**config.mk**
```make
export PLATFORM = sky130hd
export DESIGN_NAME = halt_xtrig
export DESIGN_NICKNAME = d
export VERILOG_FILES = /design/src/rtl/hx_pkg.sv /design/src/rtl/hx_edge.sv /design/src/rtl/hx_match.sv /design/src/rtl/hx_target.sv /design/src/rtl/halt_xtrig.sv
export SDC_FILE = /design/constraint.sdc
export NUM_CORES = 1
export LEC_CHECK = 0
export BUFFER_PORTS_ARGS = -buffer_cell sky130_fd_sc_hd__buf_4
export CAP_MARGIN = 20
export CORE_UTILIZATION = 40
export CTS_CLUSTER_DIAMETER = 200
export DETAILED_ROUTE_END_ITERATION = 10
export SLEW_MARGIN = 10
export SYNTH_ARGS = -nofsm -noshare
export SYNTH_HDL_FRONTEND = slang
export SYNTH_HIERARCHICAL = 1
export SYNTH_SLANG_ARGS = --single-unit
```
**constraint.sdc**
```tcl
create_clock -name clk -period 2.07 [get_ports clk]
set_clock_uncertainty 0.1 [all_clocks]
set_input_delay 0.1035 -clock clk [delete_from_list [all_inputs] [get_ports clk]]
set_output_delay 0.1035 -clock clk [all_outputs]
set_load 0.005 [all_outputs]
```
**src/rtl/hx_pkg.sv**
```systemverilog
// Shared types for the halt group cross-trigger.
// Assumes group numbers are a fixed 5-bit field and that 0 means "no group".
package hx_pkg;
    localparam int HX_GRP_W = 5;
    typedef logic [HX_GRP_W-1:0] hx_grp_t;
    localparam hx_grp_t HX_SOLO_GRP = '0;
endpackage

```
**src/rtl/hx_edge.sv**
```systemverilog
// Halt edge detector and trigger input register.
// Turns each hart's halted level into a one-cycle registered rise event.
// Registers the incoming trigger lines.
// Assumes halted inputs are synchronous to clk. During reset the previous
// halted value follows the input, so harts halted across reset make no event.
module hx_edge #(
    parameter int NUM_HARTS = 4,
    parameter int NUM_TRIG  = 2
) (
    input  logic                 clk,
    input  logic                 rst_n,
    input  logic [NUM_HARTS-1:0] halted_i,
    input  logic [NUM_TRIG-1:0]  trig_i,
    output logic [NUM_HARTS-1:0] rise_o,
    output logic [NUM_TRIG-1:0]  trig_o
);
    logic [NUM_HARTS-1:0] halted_d;
    logic [NUM_HARTS-1:0] rise_q;
    logic [NUM_TRIG-1:0]  tin_q;

    // Track previous halted level and register rise events and trigger inputs.
    always_ff @(posedge clk) begin
        halted_d <= halted_i;
        if (!rst_n) begin
            rise_q <= '0;
            tin_q  <= '0;
        end else begin
            rise_q <= halted_i & ~halted_d;
            tin_q  <= trig_i;
        end
    end

    assign rise_o = rise_q;
    assign trig_o = tin_q;

    // A rise event never repeats on consecutive cycles for the same hart.
    AST_RISE_SINGLE: assert property (@(posedge clk) disable iff (!rst_n)
        ((rise_q & $past(rise_q)) == '0));

endmodule

```
**src/rtl/hx_match.sv**
```systemverilog
// Group matcher: compares group numbers of event sources against each target.
// hit_o[h]  : some other hart or trigger in hart h's nonzero group fired.
// fire_o[t] : some hart in trigger t's nonzero group produced a halt event.
// Assumes events are one-cycle registered pulses. Purely combinational
// except for the clock used by its assertions.
module hx_match
    import hx_pkg::*;
#(
    parameter int NUM_HARTS = 4,
    parameter int NUM_TRIG  = 2
) (
    input  logic                          clk,
    input  logic                          rst_n,
    input  logic [NUM_HARTS*HX_GRP_W-1:0] hart_grp_i,
    input  logic [NUM_TRIG*HX_GRP_W-1:0]  trig_grp_i,
    input  logic [NUM_HARTS-1:0]          rise_i,
    input  logic [NUM_TRIG-1:0]           tin_i,
    output logic [NUM_HARTS-1:0]          hit_o,
    output logic [NUM_TRIG-1:0]           fire_o
);
    for (genvar h = 0; h < NUM_HARTS; h++) begin : g_hart
        hx_grp_t my_grp;
        assign my_grp = hart_grp_i[h*HX_GRP_W +: HX_GRP_W];

        // Collect events from other harts and from triggers in this hart's group.
        always_comb begin
            hit_o[h] = 1'b0;
            for (int k = 0; k < NUM_HARTS; k++) begin
                if (k != h && rise_i[k] &&
                    hart_grp_i[k*HX_GRP_W +: HX_GRP_W] == my_grp)
                    hit_o[h] = 1'b1;
            end
            for (int t = 0; t < NUM_TRIG; t++) begin
                if (tin_i[t] && trig_grp_i[t*HX_GRP_W +: HX_GRP_W] == my_grp)
                    hit_o[h] = 1'b1;
            end
            if (my_grp == HX_SOLO_GRP)
                hit_o[h] = 1'b0;
        end

        // A hart in group 0 is never targeted.
        AST_SOLO_HART_QUIET: assert property (@(posedge clk) disable iff (!rst_n)
            (my_grp == HX_SOLO_GRP) |-> !hit_o[h]);
    end

    for (genvar t = 0; t < NUM_TRIG; t++) begin : g_trig
        hx_grp_t tg;
        assign tg = trig_grp_i[t*HX_GRP_W +: HX_GRP_W];

        // Signal this trigger line when a hart in its group halted.
        always_comb begin
            fire_o[t] = 1'b0;
            for (int k = 0; k < NUM_HARTS; k++) begin
                if (rise_i[k] && hart_grp_i[k*HX_GRP_W +: HX_GRP_W] == tg)
                    fire_o[t] = 1'b1;
            end
            if (tg == HX_SOLO_GRP)
                fire_o[t] = 1'b0;
        end

        // Nothing fires an outgoing line without a hart halt event.
        AST_FIRE_NEEDS_RISE: assert property (@(posedge clk) disable iff (!rst_n)
            fire_o[t] |-> (rise_i != '0));
    end

endmodule

```
**src/rtl/hx_target.sv**
```systemverilog
// Per-hart halt request holder with resume-race re-arm window.
// A hit on a running hart raises the request, which is held until the hart
// reports halted. A hit on a halted hart loads a countdown. If the hart
// drops halted while the countdown is nonzero, the request is raised.
// Assumes a resuming hart clears its halted flag within REARM_CYC cycles.
module hx_target #(
    parameter int REARM_CYC = 4
) (
    input  logic clk,
    input  logic rst_n,
    input  logic hit_i,
    input  logic halted_i,
    output logic req_o
);
    localparam int CNT_W = $clog2(REARM_CYC + 1);
    localparam logic [CNT_W-1:0] CNT_LOAD = CNT_W'(REARM_CYC);

    logic             req_q, req_n;
    logic [CNT_W-1:0] cnt_q, cnt_n;

    // Next-state rules for request and re-arm countdown.
    always_comb begin
        req_n = req_q;
        cnt_n = cnt_q;
        if (cnt_q != '0)
            cnt_n = cnt_q - CNT_W'(1);
        if (halted_i)
            req_n = 1'b0;
        if (cnt_q != '0 && !halted_i) begin
            req_n = 1'b1;
            cnt_n = '0;
        end
        if (hit_i) begin
            if (halted_i)
                cnt_n = CNT_LOAD;
            else
                req_n = 1'b1;
        end
    end

    // Request and countdown registers.
    always_ff @(posedge clk) begin
        if (!rst_n) begin
            req_q <= 1'b0;
            cnt_q <= '0;
        end else begin
            req_q <= req_n;
            cnt_q <= cnt_n;
        end
    end

    assign req_o = req_q;

    // Halted input seen at an edge always drops the request.
    AST_REQ_DROPS_ON_HALT: assert property (@(posedge clk) disable iff (!rst_n)
        halted_i |=> !req_q);
    // A request on a running hart is held.
    AST_REQ_HELD: assert property (@(posedge clk) disable iff (!rst_n)
        (req_q && !halted_i) |=> req_q);
    // A request appears only after a hit or during an armed window.
    AST_REQ_HAS_CAUSE: assert property (@(posedge clk) disable iff (!rst_n)
        !req_q ##1 req_q |-> $past(hit_i) || ($past(cnt_q) != '0));
    // The window is only armed while the hart was halted.
    AST_WIN_WHILE_HALTED: assert property (@(posedge clk) disable iff (!rst_n)
        (cnt_q != '0) |-> $past(halted_i));

endmodule

```
**src/rtl/halt_xtrig.sv**
```systemverilog
// Halt group cross-trigger top.
// Detects hart halt edges and trigger pulses, matches them by group number,
// drives held halt requests to harts and one-cycle pulses to trigger outputs.
// Assumes all inputs are synchronous to clk and group fields are 5 bits.
module halt_xtrig
    import hx_pkg::*;
#(
    parameter int NUM_HARTS = 4,
    parameter int NUM_TRIG  = 2,
    parameter int REARM_CYC = 4
) (
    input  logic                          clk,
    input  logic                          rst_n,
    input  logic [NUM_HARTS*HX_GRP_W-1:0] hart_group_i,
    input  logic [NUM_TRIG*HX_GRP_W-1:0]  trig_group_i,
    input  logic [NUM_HARTS-1:0]          hart_halted_i,
    input  logic [NUM_TRIG-1:0]           trig_in_i,
    output logic [NUM_HARTS-1:0]          halt_req_o,
    output logic [NUM_TRIG-1:0]           trig_out_o
);
    logic [NUM_HARTS-1:0] rise;
    logic [NUM_TRIG-1:0]  tin;
    logic [NUM_HARTS-1:0] hit;
    logic [NUM_TRIG-1:0]  fire;
    logic [NUM_TRIG-1:0]  trig_out_q;

    hx_edge #(.NUM_HARTS(NUM_HARTS), .NUM_TRIG(NUM_TRIG)) u_edge (
        .clk      (clk),
        .rst_n    (rst_n),
        .halted_i (hart_halted_i),
        .trig_i   (trig_in_i),
        .rise_o   (rise),
        .trig_o   (tin)
    );

    hx_match #(.NUM_HARTS(NUM_HARTS), .NUM_TRIG(NUM_TRIG)) u_match (
        .clk        (clk),
        .rst_n      (rst_n),
        .hart_grp_i (hart_group_i),
        .trig_grp_i (trig_group_i),
        .rise_i     (rise),
        .tin_i      (tin),
        .hit_o      (hit),
        .fire_o     (fire)
    );

    for (genvar h = 0; h < NUM_HARTS; h++) begin : g_tgt
        hx_target #(.REARM_CYC(REARM_CYC)) u_tgt (
            .clk      (clk),
            .rst_n    (rst_n),
            .hit_i    (hit[h]),
            .halted_i (hart_halted_i[h]),
            .req_o    (halt_req_o[h])
        );
    end

    // Register outgoing trigger pulses.
    always_ff @(posedge clk) begin
        if (!rst_n)
            trig_out_q <= '0;
        else
            trig_out_q <= fire;
    end

    assign trig_out_o = trig_out_q;

    for (genvar t = 0; t < NUM_TRIG; t++) begin : g_tchk
        // An outgoing pulse only leaves a line that was in a live group.
        AST_TRIG_LIVE_GRP: assert property (@(posedge clk) disable iff (!rst_n)
            trig_out_q[t] |-> ($past(trig_group_i[t*HX_GRP_W +: HX_GRP_W]) != HX_SOLO_GRP));
    end

    // Outputs are quiet in the first cycle after reset.
    AST_RESET_QUIET: assert property (@(posedge clk)
        !rst_n |=> (halt_req_o == '0 && trig_out_o == '0));

endmodule

```
==> results of run 1 <==
==> logic make-up (layout without fill, tap and decap cells) <==
kind of cell             Yosys count  count (layout)
adder cells (fa/ha/maj)            8               8
flip-flops                        28              28
buffers and inverters             45              68
XOR/XNOR                          66              66
AO/OA/AOI/OAI                     38              38
AND/OR/NAND/NOR                   97              97
==> power by group through the flow <==
stage / Combinational (µW) / Clock, µW / Sequential, µW
CTS: 1040 / 444 / 669
floorplan: 829 / 0 / 676
global route: 1130 / 476 / 681
finish: 1030 / 434 / 669
global placement: 1000 / 0 / 681
detailed placement: 1020 / 0 / 682
==> worst register-to-register path: cells and delay by family, from the launching register on <==
kind,cells,cell delay [ns]
AND/OR/NAND/NOR,2,0.33
flip-flops,1,0.40
AO/OA/AOI/OAI,4,0.67
==> timing repair <==
item                                    4_1_cts  5_1_grt
hold buffers                                  6        0
endpoints found under the hold margin        10        0
setup buffers                                 0        0
endpoints found under the setup margin        0        0
==> cell usage in the layout, fill, tap and decap left out, types with 5 or more instances in the layout <==
master,Yosys,layout
nand2_1,15,15
xnor2_1,50,50
xor2_1,16,16
nor3_1,17,17
inv_1,14,14
nand3_1,22,22
buf_4,4,43
nor2_1,10,10
dfxtp_1,28,28
or4_1,5,5
nand2b_4,6,6
ha_1,8,8
dlygate4sd3_1,0,6
a21oi_1,7,7
==> how the worst max path moves through the flow <==
stage,startpoint,end,cells after the start
2_1_floorplan,hart_group_i[5],g_tgt[1].u_tgt/cnt_q[0]$_SDFF_PN0_,8
3_3_place_gp,hart_group_i[6],g_tgt[1].u_tgt/cnt_q[0]$_SDFF_PN0_,8
3_5_place_dp,hart_group_i[6],g_tgt[1].u_tgt/cnt_q[0]$_SDFF_PN0_,8
4_1_cts,hart_group_i[6],g_tgt[1].u_tgt/cnt_q[0]$_SDFF_PN0_,8
5_1_grt,hart_group_i[6],g_tgt[1].u_tgt/cnt_q[0]$_SDFF_PN0_,8
6_report,hart_group_i[6],g_tgt[1].u_tgt/cnt_q[0]$_SDFF_PN0_,8
==> cell type report <==
class | count | area [µm²]
Clock buffer | 3 | 41.3
Fill cell | 574 | 3070
Sequential cell | 28 | 561
Multi-Input combinational cell | 209 | 1680
Clock inverter | 1 | 30.0
Inverter | 15 | 56.3
Timing Repair Buffer | 49 | 383
Tap cell | 75 | 93.8
==> per-stage QoR <==
step | hold WS, ns | instances | area, µm² | worst slack (ns) | power, µW
detailed placement | 0.173 | 370 | 2720 | 0.134 | 1710
global placement | 0.172 | 370 | 2720 | 0.128 | 1680
finish | 0.0941 | 380 | 2850 | 0.401 | 2130
floorplan | 0.0312 | 282 | 2460 | 0.420 | 1500
CTS | 0.0973 | 380 | 2850 | 0.423 | 2150
global route | 0.0911 | 380 | 2850 | 0.343 | 2280
==> layer usage <==
layer	track usage (%)	part of all wire, %
met2	28.5	46
met5	0	0
met3	5.34	7.9
met1	23.8	46
met4	1.61	0.34
==> cells in the mapped netlist (all sizes together), types with 6 or more instances <==
library cell | instances | area [µm²]
nand2b | 7 | 91.3
o22ai | 8 | 75.1
clkbuf | 6 | 22.5
inv | 15 | 56.3
dfxtp | 28 | 561
nor2 | 10 | 37.5
a21oi | 7 | 35.0
ha | 8 | 100
buf | 24 | 136
nand3 | 22 | 110
nand2 | 15 | 56.3
xnor2 | 50 | 438
nor3 | 17 | 85.1
xor2 | 16 | 140
==> state kept, by name, indices dropped and copies added, names as in the netlist <==
signal and flops:
g_tgt.u_tgt/cnt_q 12, g_tgt.u_tgt/req_o 4, trig_out_o 2, u_edge/halted_d 4, u_edge/rise_o 4, u_edge/trig_o 2
==> summary.txt, run 1 <==
Seq/Total Area, Yosys -> 22.8%
post-synth net total -> 328
Syn. warnings -> 6
Combinational Power Share -> 48.2%
final period utilization -> 80.6%
Synth Instances -> 282
Die W -> 80.4 µm
first-pass GRT wire length -> 8810 µm
pin count of the biggest net entering global routing -> 29
post-synthesis adder-cell area fraction -> 4.07%
hold_sp -> rst_n
max-cap violations -> 0
unrepaired setup endpoints after global routing -> no
proportion of layout cells with a drive suffix above 1 -> 25.9%
Avg WL per Cell -> 14.7 µm
Sink Count -> 28
Initial Util -> 41.5%
Worst-path clk slew -> 0.10 ns
Yosys cell types -> 36
Final GP Congestion -> 0.915
DPL Wire Length -> 4400 µm
# rows -> 28
Seq pwr share -> 31.4%
Synth Area in Compound Gates -> 15.2%
Max IR drop VDD -> 0.000522 V
clock root cell -> clkbuf_8
Synth Flop Type -> dfxtp_1
Final Util -> 48.1%
Critical Path AT -> 1.74 ns
buffer and inverter count on the worst path -> 1
later-pin clock latency in the skew report -> 0.28 ns
fin crit period -> 1.67 ns
worst-path fanout max -> 7
Area Overhead vs Synth -> 15.8%
Num CTS Buffers -> 3
Async SR Flop Fraction -> 0%
H-tree levels -> 1
Overall Global Routing Usage -> 17.6%
Clk pwr share -> 20.4%
average size of a mapped cell -> 8.72 µm²
worst path required time -> 2.14 ns
num ports -> 44
PortBufs -> 43
total number of vias -> 2007
initial antenna violation count -> 0
setup TNS -> 0 ns
DRT Pass-1 Iters -> 4
Leak -> 0.00115 µW
vias in the first global route -> 1833
mux share of post-synthesis cell area -> 0%
delay-heaviest family, CP -> compound AO/OA/AOI/OAI gates
ANT nets after route -> 0
worst r2r src -> u_edge/trig_o[1]$_SDFF_PN0_
Sw Ratio -> 34.4%
Rel. slew slack -> 73.6%
Final setup viols -> 0
initial drt markers -> 169
crit path kind -> in -> reg
Seq cells post-synth -> 28
XOR/XNOR share of the synthesized area -> 23.5%
Mapped Area -> 2460 µm²
Psw -> 732 µW
Internal -> 1400 µW
power per cell area -> 748 nW/µm²
outcome -> finished, final reports clean
die area -> 6470 µm²
crit start category -> input port
antenna fix cells -> 0
TritonCTS clock tree -> yes
Reg2Reg Setup Slack -> 0.49 ns
Nets -> 352
remaining global-route overflow -> 0
Worst R2R End -> g_tgt[2].u_tgt/cnt_q[0]$_SDFF_PN0_
highest clock rate -> 599 MHz
Post-route DRC -> 0
Longest Clk Path Bufs -> 2
Total Wirelength -> 5580 µm
Hold EP -> g_tgt[0].u_tgt/cnt_q[2]$_SDFF_PN0_
worst hold path stage count -> 2
vias per cell -> 5.28
CP peak stage delay -> 0.39 ns
crit-path cells -> buf_4, nand2b_2, o2111ai_4, a2111oi_4, a31oi_1, a21oi_1, nand3b_4, o22ai_2
CTS-repair resized insts -> 0
Max Transition Viols Final -> 0
Worst-Margin Slew -> 0.394 ns
core area -> 5920 µm²
final hold violation count -> 0
kind of end point of the critical path -> flop
number of flops mapped to enable cells by yosys -> 0
Die Ht -> 80.4 µm
Synth Area in Simple Gates -> 25.7%
worst min path class -> in -> reg
Reg2Reg Depth -> 6
largest family of logic cells by synthesized area -> simple AND/OR/NAND/NOR gates
Critical-path top delay cell -> a2111oi_4
Power figures use the tool's default switching activity.
==> run 2: changes to the inputs <==
Clock period 2.07 ns to 1.48 ns, I/O delays scaled along.
==> run 2 against run 1 <==
Against the previous run: cell count increased by 4.2%; power increased by 36%; count of clock-buffer cells in the layout rose by 1; routed wire length is 4.1% higher; critical path depth is 3 lower; die area did not move; global-route usage increased by 1.5 points; core utilization grew 3.4 points; register-to-register slack worse by 0.42 ns; sequential power is 41% higher; combinational power rose by 44%; setup slack worse by 0.33 ns; largest power group unchanged.
==> summary.txt, run 2 (same netlist as run 1, synthesis figures left out) <==
outcome -> finished, final reports clean
num ports -> 44
most common cell after layout, fill and taps aside -> buf_4
Area after DPL -> 2880 µm²
fin crit period -> 1.41 ns
Max Transition Viols Final -> 0
Post-route DRC -> 0
TritonCTS clock tree -> yes
worst-path fanout max -> 5
later-pin clock latency in the skew report -> 0.27 ns
die area -> 6470 µm²
Largest Register -> g_tgt.u_tgt/cnt_q
crit path kind -> reg -> reg
max-cap violations -> 0
kind of end point of the critical path -> flop
worst min path class -> in -> reg
initial antenna violation count -> 0
DRT Pass-1 Iters -> 4
Sink Count -> 28
Worst-Margin Slew -> 0.322 ns
Area Overhead vs Synth -> 23.9%
proportion of layout cells with a drive suffix above 1 -> 35.5%
crit start category -> flop
Total Wirelength -> 5810 µm
worst path required time -> 1.55 ns
Overall Global Routing Usage -> 19.1%
# rows -> 28
Die W -> 80.4 µm
Leak -> 0.00124 µW
antenna fix cells -> 0
pin count of the biggest net entering global routing -> 29
DPL Wire Length -> 4460 µm
ANT nets after route -> 0
vias per cell -> 5.29
Critical Path AT -> 1.48 ns
Layout Cell Area excl Fill -> 3050 µm²
core area -> 5920 µm²
Avg WL per Cell -> 14.7 µm
H-tree levels -> 1
Nets -> 368
remaining global-route overflow -> 0
final hold violation count -> 0
highest clock rate -> 708 MHz
Die Ht -> 80.4 µm
Longest Clk Path Bufs -> 2
Final setup viols -> 0
Worst-path clk slew -> 0.10 ns
max reg flops -> 12
PortBufs -> 43
post-CTS setup buffer count -> 0
power per cell area -> 950 nW/µm²
Rel. slew slack -> 78.6%
initial drt markers -> 139
Final GP Congestion -> 0.862
Initial Util -> 41.5%
total power -> 2890 µW
vias in the first global route -> 1934
Final Util -> 51.5%
clock root cell -> clkbuf_8
worst hold slack -> 0.0708 ns
final period utilization -> 95.5%
first-pass GRT wire length -> 9500 µm
Max IR drop VDD -> 0.000773 V
total number of vias -> 2096
Num CTS Buffers -> 3
most frequent cells in the layout -> 58 x buf_4, 50 x xnor2_1, 25 x dfxtp_1
-- run 2: metrics by stage --
| step | std cells | setup TNS (ns) | setup WS (ns) |
|---|---|---|---|
| CTS | 396 | 0 | 0.00893 |
| global placement | 386 | -2.73 | -0.306 |
| floorplan | 282 | 0 | 0.00493 |
| detailed placement | 386 | -2.82 | -0.303 |
| global route | 396 | -0.0284 | -0.0160 |
| finish | 396 | 0 | 0.0673 |
-- run 2: routing by layer --
metal | global-route usage, % | vias up | wire, µm
met5 | 0 | - | 0
met4 | 2.14 | 0 | 41
met3 | 4.20 | 4 | 397
met2 | 30.9 | 82 | 2740
met1 | 26.5 | 983 | 2630
li1 | - | 1027 | -
-- run 2: area by class of cell --
type / count / area, µm²
Timing Repair Buffer: 65 / 515
Inverter: 15 / 56.3
Fill cell: 584 / 2870
Multi-Input combinational cell: 209 / 1760
Clock buffer: 4 / 55.1
Tap cell: 75 / 93.8
Sequential cell: 28 / 564
-- run 2: worst max-delay path, cell delays in order, from the launching register on --
cell	delay, ns
dfxtp_2	0.36
nand3_1	0.09
o22ai_2	0.07
a221oi_2	0.21
a21oi_2	0.12
o311a_1	0.35
-- run 2: worst paths after layout --
| kind | endpoint | slack [ns] | cells past startpoint | start |
|---|---|---|---|---|
| setup / recovery | g_tgt[2].u_tgt/cnt_q[2]$_SDFF_PN0_ | 0.07 | 5 | u_edge/rise_o[0]$_SDFF_PN0_ |
| hold / removal | g_tgt[3].u_tgt/cnt_q[2]$_SDFF_PN0_ | 0.07 | 2 | rst_n |
| setup reg to reg | g_tgt[2].u_tgt/cnt_q[2]$_SDFF_PN0_ | 0.07 | 5 | u_edge/rise_o[0]$_SDFF_PN0_ |
| hold reg to reg | g_tgt[1].u_tgt/cnt_q[0]$_SDFF_PN0_ | 0.38 | 2 | g_tgt[1].u_tgt/cnt_q[0]$_SDFF_PN0_ |
-- run 2: power by group --
| group | switching, µW | internal, µW | total (µW) |
|---|---|---|---|
| registers | 64.3 | 876 | 940 |
| logic | 729 | 753 | 1480 |
| clock network | 235 | 238 | 473 |
-- run 2: timing repair --
| item | 4_1_cts | 5_1_grt |
|---|---|---|
| gates resized for setup | 3 | 10 |
| pin swaps | 0 | 3 |
| hold endpoints to repair | 16 | 0 |
| endpoints found under the setup margin | 6 | 15 |
| hold buffers | 6 | 0 |
==> run 3: changes to the inputs <==
Settings changed: CORE_MARGIN from default to 10, PLACE_DENSITY_LB_ADDON from default to 0.1.
==> run 3 against run 2 <==
Against the previous run: via count shrank 1.7%; routed wire length increased by 8.1%; maximum frequency is 0.32% lower; final area rose by 3.5%; first-iteration DRC count shrank 40%; non-clock buffer count grew 4; count of clock-buffer cells in the layout is 1 lower; die area grew 50%; combinational power hardly changed; sequential power hardly changed; cell count increased by 1.0%; critical path type unchanged; largest cell class unchanged; largest power group unchanged.
==> summary.txt, run 3 (same netlist as run 1, synthesis figures left out) <==
outcome -> finished, final reports clean
TritonCTS clock tree -> yes
core area -> 5960 µm²
power per cell area -> 966 nW/µm²
Cell Count Post-Placement -> 391
Sw Ratio -> 34.4%
Clk pwr share -> 20.1%
initial drt markers -> 84
worst path required time -> 1.56 ns
Longest Clk Path Bufs -> 2
Initial Util -> 41.3%
Seq pwr share -> 30.7%
vias per cell -> 5.15
Overall Global Routing Usage -> 12.8%
max reg flops -> 12
initial antenna violation count -> 0
Area after DPL -> 2920 µm²
Max IR drop VDD -> 0.000679 V
crit path kind -> reg -> reg
DPL Wire Length -> 4930 µm
highest clock rate -> 706 MHz
Layout Cell Area excl Fill -> 3150 µm²
unrepaired setup endpoints after global routing -> yes
Worst-path clk slew -> 0.10 ns
num ports -> 44
die area -> 9690 µm²
PortBufs -> 43
total number of vias -> 2060
remaining global-route overflow -> 0
Psw -> 1050 µW
antenna fix cells -> 0
Reg2Reg Setup Slack -> 0.06 ns
max-cap violations -> 0
most common cell after layout, fill and taps aside -> buf_4
Area Overhead vs Synth -> 28.2%
first-pass GRT wire length -> 10500 µm
later-pin clock latency in the skew report -> 0.28 ns
Num CTS Buffers -> 3
H-tree levels -> 1
Post-route DRC -> 0
fin cells -> 400
Rel. slew slack -> 74.7%
Leak -> 0.00128 µW
Largest Register -> g_tgt.u_tgt/cnt_q
vias in the first global route -> 2079
kind of end point of the critical path -> flop
most frequent cells in the layout -> 62 x buf_4, 49 x xnor2_1, 25 x dfxtp_1
Critical Path AT -> 1.49 ns
ANT nets after route -> 0
proportion of layout cells with a drive suffix above 1 -> 38.5%
Avg WL per Cell -> 15.7 µm
DRT Pass-1 Iters -> 4
Sink Count -> 28
Worst-Margin Slew -> 0.377 ns
Final Util -> 53.0%
Die Ht -> 98.4 µm
crit start category -> flop
clock root cell -> clkbuf_8
Nets -> 372
worst min path class -> in -> reg
worst-path fanout max -> 4
Final setup viols -> 0
Max Transition Viols Final -> 0
final hold violation count -> 0
Final GP Congestion -> 0.805
fin crit period -> 1.42 ns
Total Wirelength -> 6280 µm
Die W -> 98.4 µm
# rows -> 28
Combinational Power Share -> 49.2%
pin count of the biggest net entering global routing -> 29
final period utilization -> 95.8%
Internal -> 2000 µW
run 3: repair_timing:
action	in CTS	in global routing
hold buffers	6	0
hold endpoints to repair	17	0
cloned	0	0
pin swaps	0	5
setup endpoints to repair	4	16
gates resized for setup	3	21
buffers inserted	0	0
run 3: final timing paths:
check | startpoint | endpoint | cells past startpoint
hold reg to reg | g_tgt[3].u_tgt/cnt_q[0]$_SDFF_PN0_ | g_tgt[3].u_tgt/cnt_q[0]$_SDFF_PN0_ | 2
setup / recovery | u_edge/trig_o[0]$_SDFF_PN0_ | g_tgt[3].u_tgt/cnt_q[2]$_SDFF_PN0_ | 3
setup reg to reg | u_edge/trig_o[0]$_SDFF_PN0_ | g_tgt[3].u_tgt/cnt_q[2]$_SDFF_PN0_ | 3
hold / removal | rst_n | g_tgt[0].u_tgt/cnt_q[2]$_SDFF_PN0_ | 2
run 3: through the flow:
| step | TNS [ns] | hold WS (ns) | worst slack [ns] | power, µW |
|---|---|---|---|---|
| 6_report | 0 | 0.0595 | 0.0627 | 3050 |
| 5_1_grt | -0.0668 | 0.0584 | -0.0470 | 3270 |
| 4_1_cts | -0.00575 | 0.0503 | -0.00575 | 3070 |
| 3_5_place_dp | -2.83 | 0.141 | -0.301 | 2430 |
| 3_3_place_gp | -2.69 | 0.139 | -0.274 | 2420 |
| 2_1_floorplan | 0 | 0.00172 | 0.00493 | 2120 |
run 3: cell type report:
class / instances / area (µm²)
Fill cell: 572 / 2800
Multi-Input combinational cell: 209 / 1820
Sequential cell: 28 / 569
Timing Repair Buffer: 69 / 546
Tap cell: 75 / 93.8
Inverter: 15 / 56.3
Clock buffer: 3 / 41.3
Clock inverter: 1 / 30.0
run 3: critical path, cell delays in order (launching register included):
cell and delay, ns:
dfxtp_1 0.38, a22oi_1 0.32, a31oi_4 0.15, o311a_1 0.36
run 3: per-layer routing:
layer	share of wire, %	GRT usage [%]
met1	47	17.6
met4	1.1	2.43
met3	5.6	3.35
met5	0	0
met2	47	19.5
run 3: power by group through the flow:
stage | sequential [µW] | combinational [µW] | clock [µW]
finish | 937 | 1500 | 612
global route | 957 | 1650 | 657
CTS | 939 | 1500 | 638
detailed placement | 956 | 1480 | 0
global placement | 953 | 1460 | 0
floorplan | 945 | 1170 | 0
